===== src/rtl/gpio_mw_pkg.sv =====
package gpio_mw_pkg;
  localparam int WORD_BYTES = 4;
  localparam int OUTVAL_BASE = 'h00;
  localparam int DIR_BASE = 'h08;
  localparam int PADLVL_BASE = 'h70;
endpackage


===== src/rtl/gpio_mw_half_reg.sv =====
module gpio_mw_half_reg #(
  parameter int HALF_W = 16
) (
  input  logic                  clk,
  input  logic                  rst_n,
  input  logic                  wr_en,
  input  logic [2*HALF_W-1:0]   wr_word,
  output logic [HALF_W-1:0]     q
);
  logic [HALF_W-1:0] en_bits;
  logic [HALF_W-1:0] val_bits;
  logic [HALF_W-1:0] q_nxt;

  always_comb begin
    en_bits  = wr_word[2*HALF_W-1:HALF_W];
    val_bits = wr_word[HALF_W-1:0];
    q_nxt    = (q & ~en_bits) | (val_bits & en_bits);
  end

  always_ff @(posedge clk or negedge rst_n) begin
    if (!rst_n) begin
      q <= '0;
    end else if (wr_en) begin
      q <= q_nxt;
    end
  end

  // bits without an enable hold their value through a write
  p_masked_keep_r2: assert property (@(posedge clk) disable iff (!rst_n)
    wr_en |=> ((q & ~$past(wr_word[2*HALF_W-1:HALF_W])) ==
               ($past(q) & ~$past(wr_word[2*HALF_W-1:HALF_W]))));

  // enabled bits take the written value
  p_masked_load_r2: assert property (@(posedge clk) disable iff (!rst_n)
    wr_en |=> ((q & $past(wr_word[2*HALF_W-1:HALF_W])) ==
               ($past(wr_word[HALF_W-1:0]) & $past(wr_word[2*HALF_W-1:HALF_W]))));
endmodule


===== src/rtl/gpio_mw_sync.sv =====
module gpio_mw_sync #(
  parameter int W = 32
) (
  input  logic         clk,
  input  logic         rst_n,
  input  logic [W-1:0] d,
  output logic [W-1:0] q
);
  logic [W-1:0] stage1;

  always_ff @(posedge clk or negedge rst_n) begin
    if (!rst_n) begin
      stage1 <= '0;
      q      <= '0;
    end else begin
      stage1 <= d;
      q      <= stage1;
    end
  end

  // two-edge latency from pad to register
  p_sync_depth_r7: assert property (@(posedge clk) disable iff (!rst_n)
    ($past(rst_n) && $past(rst_n, 2)) |-> (q == $past(d, 2)));
endmodule


===== src/rtl/gpio_mw_bank.sv =====
module gpio_mw_bank
  import gpio_mw_pkg::*;
#(
  parameter int PINS   = 32,
  parameter int HALF_W = 16,
  parameter int ADDR_W = 8,
  parameter int DATA_W = 2*HALF_W
) (
  input  logic              clk,
  input  logic              rst_n,
  input  logic [ADDR_W-1:0] bus_addr,
  input  logic              bus_we,
  input  logic [DATA_W-1:0] bus_wdata,
  output logic [DATA_W-1:0] bus_rdata,
  input  logic [PINS-1:0]   pad_in,
  output logic [PINS-1:0]   pad_out,
  output logic [PINS-1:0]   pad_oe
);
  localparam int NUM_HALVES = PINS / HALF_W;

  // reset: asynchronous assert, synchronous release
  logic rst_meta_n;
  logic rst_core_n;

  always_ff @(posedge clk or negedge rst_n) begin
    if (!rst_n) begin
      rst_meta_n <= 1'b0;
      rst_core_n <= 1'b0;
    end else begin
      rst_meta_n <= 1'b1;
      rst_core_n <= rst_meta_n;
    end
  end

  logic [PINS-1:0]       outval_q;
  logic [PINS-1:0]       dir_q;
  logic [PINS-1:0]       padlvl_q;
  logic [NUM_HALVES-1:0] outval_wr;
  logic [NUM_HALVES-1:0] dir_wr;
  logic [HALF_W-1:0]     rd_half;

  // address decode for writes and the read mux
  always_comb begin
    outval_wr = '0;
    dir_wr    = '0;
    rd_half   = '0;
    for (int h = 0; h < NUM_HALVES; h++) begin
      if (bus_addr == ADDR_W'(OUTVAL_BASE + h*WORD_BYTES)) begin
        outval_wr[h] = bus_we;
        rd_half      = outval_q[h*HALF_W +: HALF_W];
      end
      if (bus_addr == ADDR_W'(DIR_BASE + h*WORD_BYTES)) begin
        dir_wr[h] = bus_we;
        rd_half   = dir_q[h*HALF_W +: HALF_W];
      end
      if (bus_addr == ADDR_W'(PADLVL_BASE + h*WORD_BYTES)) begin
        rd_half = padlvl_q[h*HALF_W +: HALF_W];
      end
    end
    bus_rdata = {{(DATA_W-HALF_W){1'b0}}, rd_half};
  end

  for (genvar h = 0; h < NUM_HALVES; h++) begin : g_half
    gpio_mw_half_reg #(.HALF_W(HALF_W)) u_outval (
      .clk     (clk),
      .rst_n   (rst_core_n),
      .wr_en   (outval_wr[h]),
      .wr_word (bus_wdata),
      .q       (outval_q[h*HALF_W +: HALF_W])
    );
    gpio_mw_half_reg #(.HALF_W(HALF_W)) u_dir (
      .clk     (clk),
      .rst_n   (rst_core_n),
      .wr_en   (dir_wr[h]),
      .wr_word (bus_wdata),
      .q       (dir_q[h*HALF_W +: HALF_W])
    );
  end

  gpio_mw_sync #(.W(PINS)) u_padsync (
    .clk   (clk),
    .rst_n (rst_core_n),
    .d     (pad_in),
    .q     (padlvl_q)
  );

  always_comb begin
    pad_out = outval_q;
    pad_oe  = dir_q;
  end

  // upper read bits stay zero
  p_rd_upper_zero_r4: assert property (@(posedge clk) disable iff (!rst_core_n)
    bus_rdata[DATA_W-1:HALF_W] == '0);

  // writes to the pad-level words leave every register alone
  p_padlvl_ro_r6: assert property (@(posedge clk) disable iff (!rst_core_n)
    (bus_we && (bus_addr == ADDR_W'(PADLVL_BASE) ||
                bus_addr == ADDR_W'(PADLVL_BASE + WORD_BYTES)))
    |=> ($stable(outval_q) && $stable(dir_q)));

  // a write that hits no writable half changes nothing
  p_unmapped_wr_r8: assert property (@(posedge clk) disable iff (!rst_core_n)
    (bus_we && (bus_addr[1:0] != 2'b00)) |=> ($stable(outval_q) && $stable(dir_q)));

  // a write to the lower output half leaves the upper half alone
  p_half_isolate_r3: assert property (@(posedge clk) disable iff (!rst_core_n)
    (bus_we && bus_addr == ADDR_W'(OUTVAL_BASE))
    |=> $stable(outval_q[PINS-1:HALF_W]));
endmodule


===== config.mk =====
export PLATFORM = sky130hd
export DESIGN_NAME = gpio_mw_bank
export DESIGN_NICKNAME = d
export VERILOG_FILES = /design/src/rtl/gpio_mw_pkg.sv /design/src/rtl/gpio_mw_half_reg.sv /design/src/rtl/gpio_mw_sync.sv /design/src/rtl/gpio_mw_bank.sv
export SDC_FILE = /design/constraint.sdc
export NUM_CORES = 1
export LEC_CHECK = 0
export ABC_AREA = 0
export CELL_PAD_IN_SITES_DETAIL_PLACEMENT = 1
export CELL_PAD_IN_SITES_GLOBAL_PLACEMENT = 1
export CORE_AREA = 4 4 148 114
export DETAILED_ROUTE_END_ITERATION = 8
export DIE_AREA = 0 0 152 118
export GPL_ROUTABILITY_DRIVEN = 0
export GPL_TIMING_DRIVEN = 0
export PLACE_DENSITY_LB_ADDON = 0.1
export SETUP_SLACK_MARGIN = 0.02
export SYNTH_ARGS = -nofsm -noshare
export SYNTH_HDL_FRONTEND = slang
export SYNTH_SLANG_ARGS = --single-unit
export TNS_END_PERCENT = 1

===== constraint.sdc =====
create_clock -name clk -period 5.1 [get_ports clk]
set_input_delay 1.02 -clock clk [delete_from_list [all_inputs] [get_ports clk]]
set_output_delay 1.02 -clock clk [all_outputs]
set_load 0.02 [all_outputs]

---- Word level (Yosys, flattened, before mapping) ----
Index checks and enable logic that the tools add are counted.
storage, ports and cells
  bits in registers ....................... 130
  input port bits ......................... 75
  output and inout port bits .............. 96
cells by class
  reduce and logical (&&, ||, !) cells .... 1
  equal/unequal tests ..................... 5
  mux-type cells .......................... 10
  bitwise gates (word level) .............. 10
operators by type and width
  cell                                                                    count
  16-bit 2-to-1 mux                                                       6
  16-bit bitwise AND                                                      5
  16-bit OR                                                               4
  8-bit by 4-bit equality test with 1-bit output (second input constant)  2
  8-bit by 7-bit equality test with 1-bit output (second input constant)  2
  16-bit inverter                                                         1
  8-bit by 3-bit equality test with 1-bit output (second input constant)  1
  8-bit zero test                                                         1
  1-bit 2-to-1 mux                                                        4

---- Longest topological paths before layout ----
Gate-level depths: netlist of run 1.
  depth after elaboration ................. 7
  depth in mapped cells ................... 7
  mapped depth without buffers ............ 4

---- Modules after synthesis ----
A second synthesis of run 1 with hierarchy kept.
unflattened totals
  cell total of the unflattened synthesis .. 426
  area total of the unflattened synthesis .. 5,616.6 um2
modules (own cells, without submodules)
  module            seq. area each (um2)  times used  cells an instance  area an instance (um2)
  gpio_mw_half_reg  400.4                 4           50                 700.7
  gpio_mw_sync      1,601.5               1           64                 1,601.5
  gpio_mw_bank      50.0                  1           162                1,212.4

---- Least setup slack after synthesis of run 1 ----
No wires, ideal clock.
  kind .................................... input to output
  start point ............................. input port bus_addr[4]
  end point ............................... output port bus_rdata[10]
  stages .................................. 6
  arrival time ............................ 2.458 ns
  data required time ...................... 4.080 ns
  setup slack ............................. 1.622 ns
  cells stage by stage .................... or4_1 clkbuf_1 clkbuf_1 nor2_1 o21ai_0 a21oi_1
on the way
  longest elaborated chain between the ends .. 7
  elaborated cells on any way between the ends .. 12
  classes of those cells .................. eq/ne: 5; mux: 6; reduce/logical: 1
ends and longest elaborated chain
  what                 RTL line            text
  start, declared      gpio_mw_bank.sv:11  input logic [ADDR_W-1:0] bus_addr,
  8-bit zero test      gpio_mw_bank.sv:48  if (bus_addr == ADDR_W'(OUTVAL_BASE + h*WORD_BYTES)) begin
  16-bit 2-to-1 mux    gpio_mw_bank.sv:48
  16-bit 2-to-1 mux    gpio_mw_bank.sv:52  if (bus_addr == ADDR_W'(DIR_BASE + h*WORD_BYTES)) begin
  16-bit 2-to-1 mux    gpio_mw_bank.sv:56  if (bus_addr == ADDR_W'(PADLVL_BASE + h*WORD_BYTES)) begin
  16-bit 2-to-1 mux    gpio_mw_bank.sv:48
  16-bit 2-to-1 mux    gpio_mw_bank.sv:52
  16-bit 2-to-1 mux *  gpio_mw_bank.sv:56
  end, declared        gpio_mw_bank.sv:14  output logic [DATA_W-1:0] bus_rdata,
Mark *: on every way between the ends. The rest lies on a longest branch, timed or not.

---- Final worst setup path of run 1 ----
  start point ............................. input port bus_addr[1]
  end point ............................... output port bus_rdata[13]
The elaborated chain is that of the path after synthesis.

==> impl_metrics.env, run 1 <==
export IMPL_synth_edf_count=0
export IMPL_viasPerCell=5.08
export IMPL_wl_um=18200
export IMPL_cap_violations=0
export IMPL_initial_core_util=0.360
export IMPL_grt_start_max_net_pins=67
export IMPL_cts_buffer_depth=2
export IMPL_irDropWorstVdd_mv=0.235
export IMPL_rr_startpoint="rst_core_n"
export IMPL_syn2layout_area_growth_pct=44.7
export IMPL_rr_endpoint="u_padsync.stage1[22]"
export IMPL_synth_seq_cells=130
export IMPL_port_buffer_count=153
export IMPL_crit_family="buffers and inverters"
export IMPL_crit_end="bus_rdata[13]"
export IMPL_dp_cells=822
export IMPL_first_pass_iters=4
export IMPL_core_sq_mm=0.0152
export IMPL_dieArea_sq_mm=0.0179
export IMPL_finalCriticalPeriod_ns=4.82
export IMPL_drt_first_iter_violations=203
export IMPL_worstSkewPairLatency_ns=0.41
export IMPL_cp_end_kind="output port"
export IMPL_hold_ws_ns=0.209
export IMPL_dp_hpwl_um=13100
export IMPL_avgSynthCellArea_sq_um=12.3
export IMPL_period_share=0.946
export IMPL_internal_power_mw=1.87
export IMPL_fin_nets=710
export IMPL_fp_row_count=39
export IMPL_critPathBufInv=4
export IMPL_crit_path_top_delay_cell="clkdlybuf4s50_1"
export IMPL_multiInputGateArea_sq_mm=0.00200
export IMPL_regArea_sq_mm=0.00326
export IMPL_crit_start="bus_addr[1]"
export IMPL_leakagePower_nw=3.52
export IMPL_syn_inst=447
export IMPL_start_kind="input port"
export IMPL_tightest_slew_ns=0.802
export IMPL_ioPinCount=171
export IMPL_synth_main_ff_cell="dfrtp_1"
export IMPL_cts_tree="built"
export IMPL_cp_slowest_stage_delay_ns=0.64
export IMPL_vias=4329
export IMPL_pre_cts_ws_ns=0.0383
export IMPL_die_w_um=152
export IMPL_p_comb_frac=0.095
export IMPL_cts_buffers_inserted=17
export IMPL_fmax_mhz=207
export IMPL_cp_depth=7
export IMPL_clock_root_buffer="clkbuf_16"
export IMPL_crit_required_ns=4.08
export IMPL_final_cells=853
export IMPL_netlist_top_cells_count="dfrtp_1 (130), mux2_2 (42), nand2_1 (34), a21oi_1 (32), nand3_1 (32)"
export IMPL_overflow=0
export IMPL_fin_util=0.521
export IMPL_worstPathArrival_ns=3.80
export IMPL_clk_pin_slew_ns=0.05
export IMPL_h_tree_depth=4
export IMPL_final_max_slew_viol_count=0
export IMPL_finalHoldViolations=0
export IMPL_netlist_area_leader_share=0.593
export IMPL_antenna_left=0
export IMPL_yosysWarnings=0
export IMPL_reg2reg_depth=2
export IMPL_crit_fanout=10
export IMPL_cts_sinks=130
export IMPL_max_slew_margin_rel=0.465
export IMPL_fillers=1586
export IMPL_synth_distinct_cells=27
export IMPL_route_detailed_drc=0
export IMPL_yosys_area_top_type="dfrtp_1"
export IMPL_setup_viol=0
export IMPL_netlist_top_cells_area="dfrtp_1 (59%), mux2_2 (8.6%), mux2_1 (4.5%)"
export IMPL_hold_class="flip-flop to asynchronous set/reset pin"
export IMPL_r2r_slack_ns=4.01
export IMPL_setup_ws_ns=0.276
export IMPL_report_power_total_mw=2.46
export IMPL_clockPowerShare=0.459
export IMPL_antenna_found_initial=0
export IMPL_grt_first_pass_wirelength_um=28500
export IMPL_cts_hold_buffers=0
export IMPL_die_y_um=118
export IMPL_async_reset_ff_frac=1.00
export IMPL_crit_chain="clkdlybuf4s50_1, nor3_1, clkbuf_2, clkbuf_1, o21ai_0, a21oi_1, clkdlybuf4s50_1"
export IMPL_ys_seq_area_frac=0.593
export IMPL_grt_pass1_vias=4827
export IMPL_wire_per_inst_um=21.3
export IMPL_switching_share=0.237
export IMPL_fin_worst_skew_ns=0.00986
export IMPL_crit_top_cell="clkdlybuf4s50_1"
export IMPL_p_per_area_mw_per_mm2=310
export IMPL_synth_most_common_cell="dfrtp_1"
export IMPL_drive_above_1_share=0.165
export IMPL_switchingPower_mw=0.583
export IMPL_seqPwrFrac=0.447
export IMPL_outcome="complete, no violations"
export IMPL_rsz0062_at_grt="no"
export IMPL_grt_util_all_layers=0.205
export IMPL_setup_worst_path_class="input port to output port"
export IMPL_syn_area_sq_mm=0.00548
## worst min path at each step
stage	slack (ns)	cells past startpoint	endpoint
finish	0.21	0	asynchronous set/reset pin
floorplan	0.33	0	rst_core_n
CTS	0.22	0	asynchronous set/reset pin
detailed placement	0.22	0	u_padsync.stage1[13]
global placement	0.33	0	u_padsync.q[22]
global route	0.24	0	asynchronous set/reset pin
## stage by stage
step	cell area [sq um]	setup TNS [ns]
after detailed placement	7380	0
after global placement	7330	-26.02
final	7930	0
after floorplan	5540	0
after global routing	7930	0
after CTS	7930	0
## placed cells by master (no fill, tap or decap), types with 17 or more instances in the layout
master	count
a21oi_1	32
mux2_1	22
mux2_2	42
nand2_1	34
dfrtp_1	129
buf_4	19
conb_1	17
and3_1	17
clkbuf_16	17
clkdlybuf4s50_1	153
nand3_1	32
clkbuf_1	17
## power groups by stage
stage / sequential (mW) / combinational (mW) / clock, mW
after global placement: 1.13 / 0.208 / 0
after CTS: 1.10 / 0.235 / 1.15
after global routing: 1.10 / 0.250 / 1.20
final: 1.10 / 0.232 / 1.13
after detailed placement: 1.12 / 0.233 / 0
after floorplan: 1.14 / 0.0701 / 0
## layer usage
metal	up-vias	track usage	wire, um
met3	20	0.0492	820
met2	144	0.323	8370
met4	0	0.0601	276
li1	1955	-	-
met1	2210	0.283	8740
met5	-	0	0
## timing repair
action                                 CTS  global route
setup endpoints to repair                0            10
buffers inserted                         0             0
resized for setup                        0             2
endpoints found under the hold margin    0             0
## final cells by class
cell class | count | area share
flip-flops and latches | 130 | 0.411
clock buffers | 21 | 0.0581
multi-input cells | 285 | 0.252
plain buffers | 46 | 0.0358
well taps | 205 | 0.0323
diodes | 1 | 0.000316
repair buffers | 155 | 0.200
clock inverters | 10 | 0.0109
## logic make-up after synthesis
logic type	after synthesis	share of synthesized area
flops	130	0.593
simple gates	108	0.0972
compound gates	80	0.0950
mux	80	0.161
buf+inv	47	0.0523
other cells	2	0.00137
Note: power is estimated with default switching activity, not from simulation.
==> run 2: changes to the inputs <==
--- a/config.mk
+++ b/config.mk
@@ -9,6 +9,7 @@
 export CELL_PAD_IN_SITES_DETAIL_PLACEMENT = 1
 export CELL_PAD_IN_SITES_GLOBAL_PLACEMENT = 1
 export CORE_AREA = 4 4 148 114
+export CTS_CLUSTER_SIZE = 40
 export DETAILED_ROUTE_END_ITERATION = 8
 export DIE_AREA = 0 0 152 118
 export GPL_ROUTABILITY_DRIVEN = 0
==> results of run 2 <==
Same layout as run 1: the final DEF is identical, and so are final timing and power.
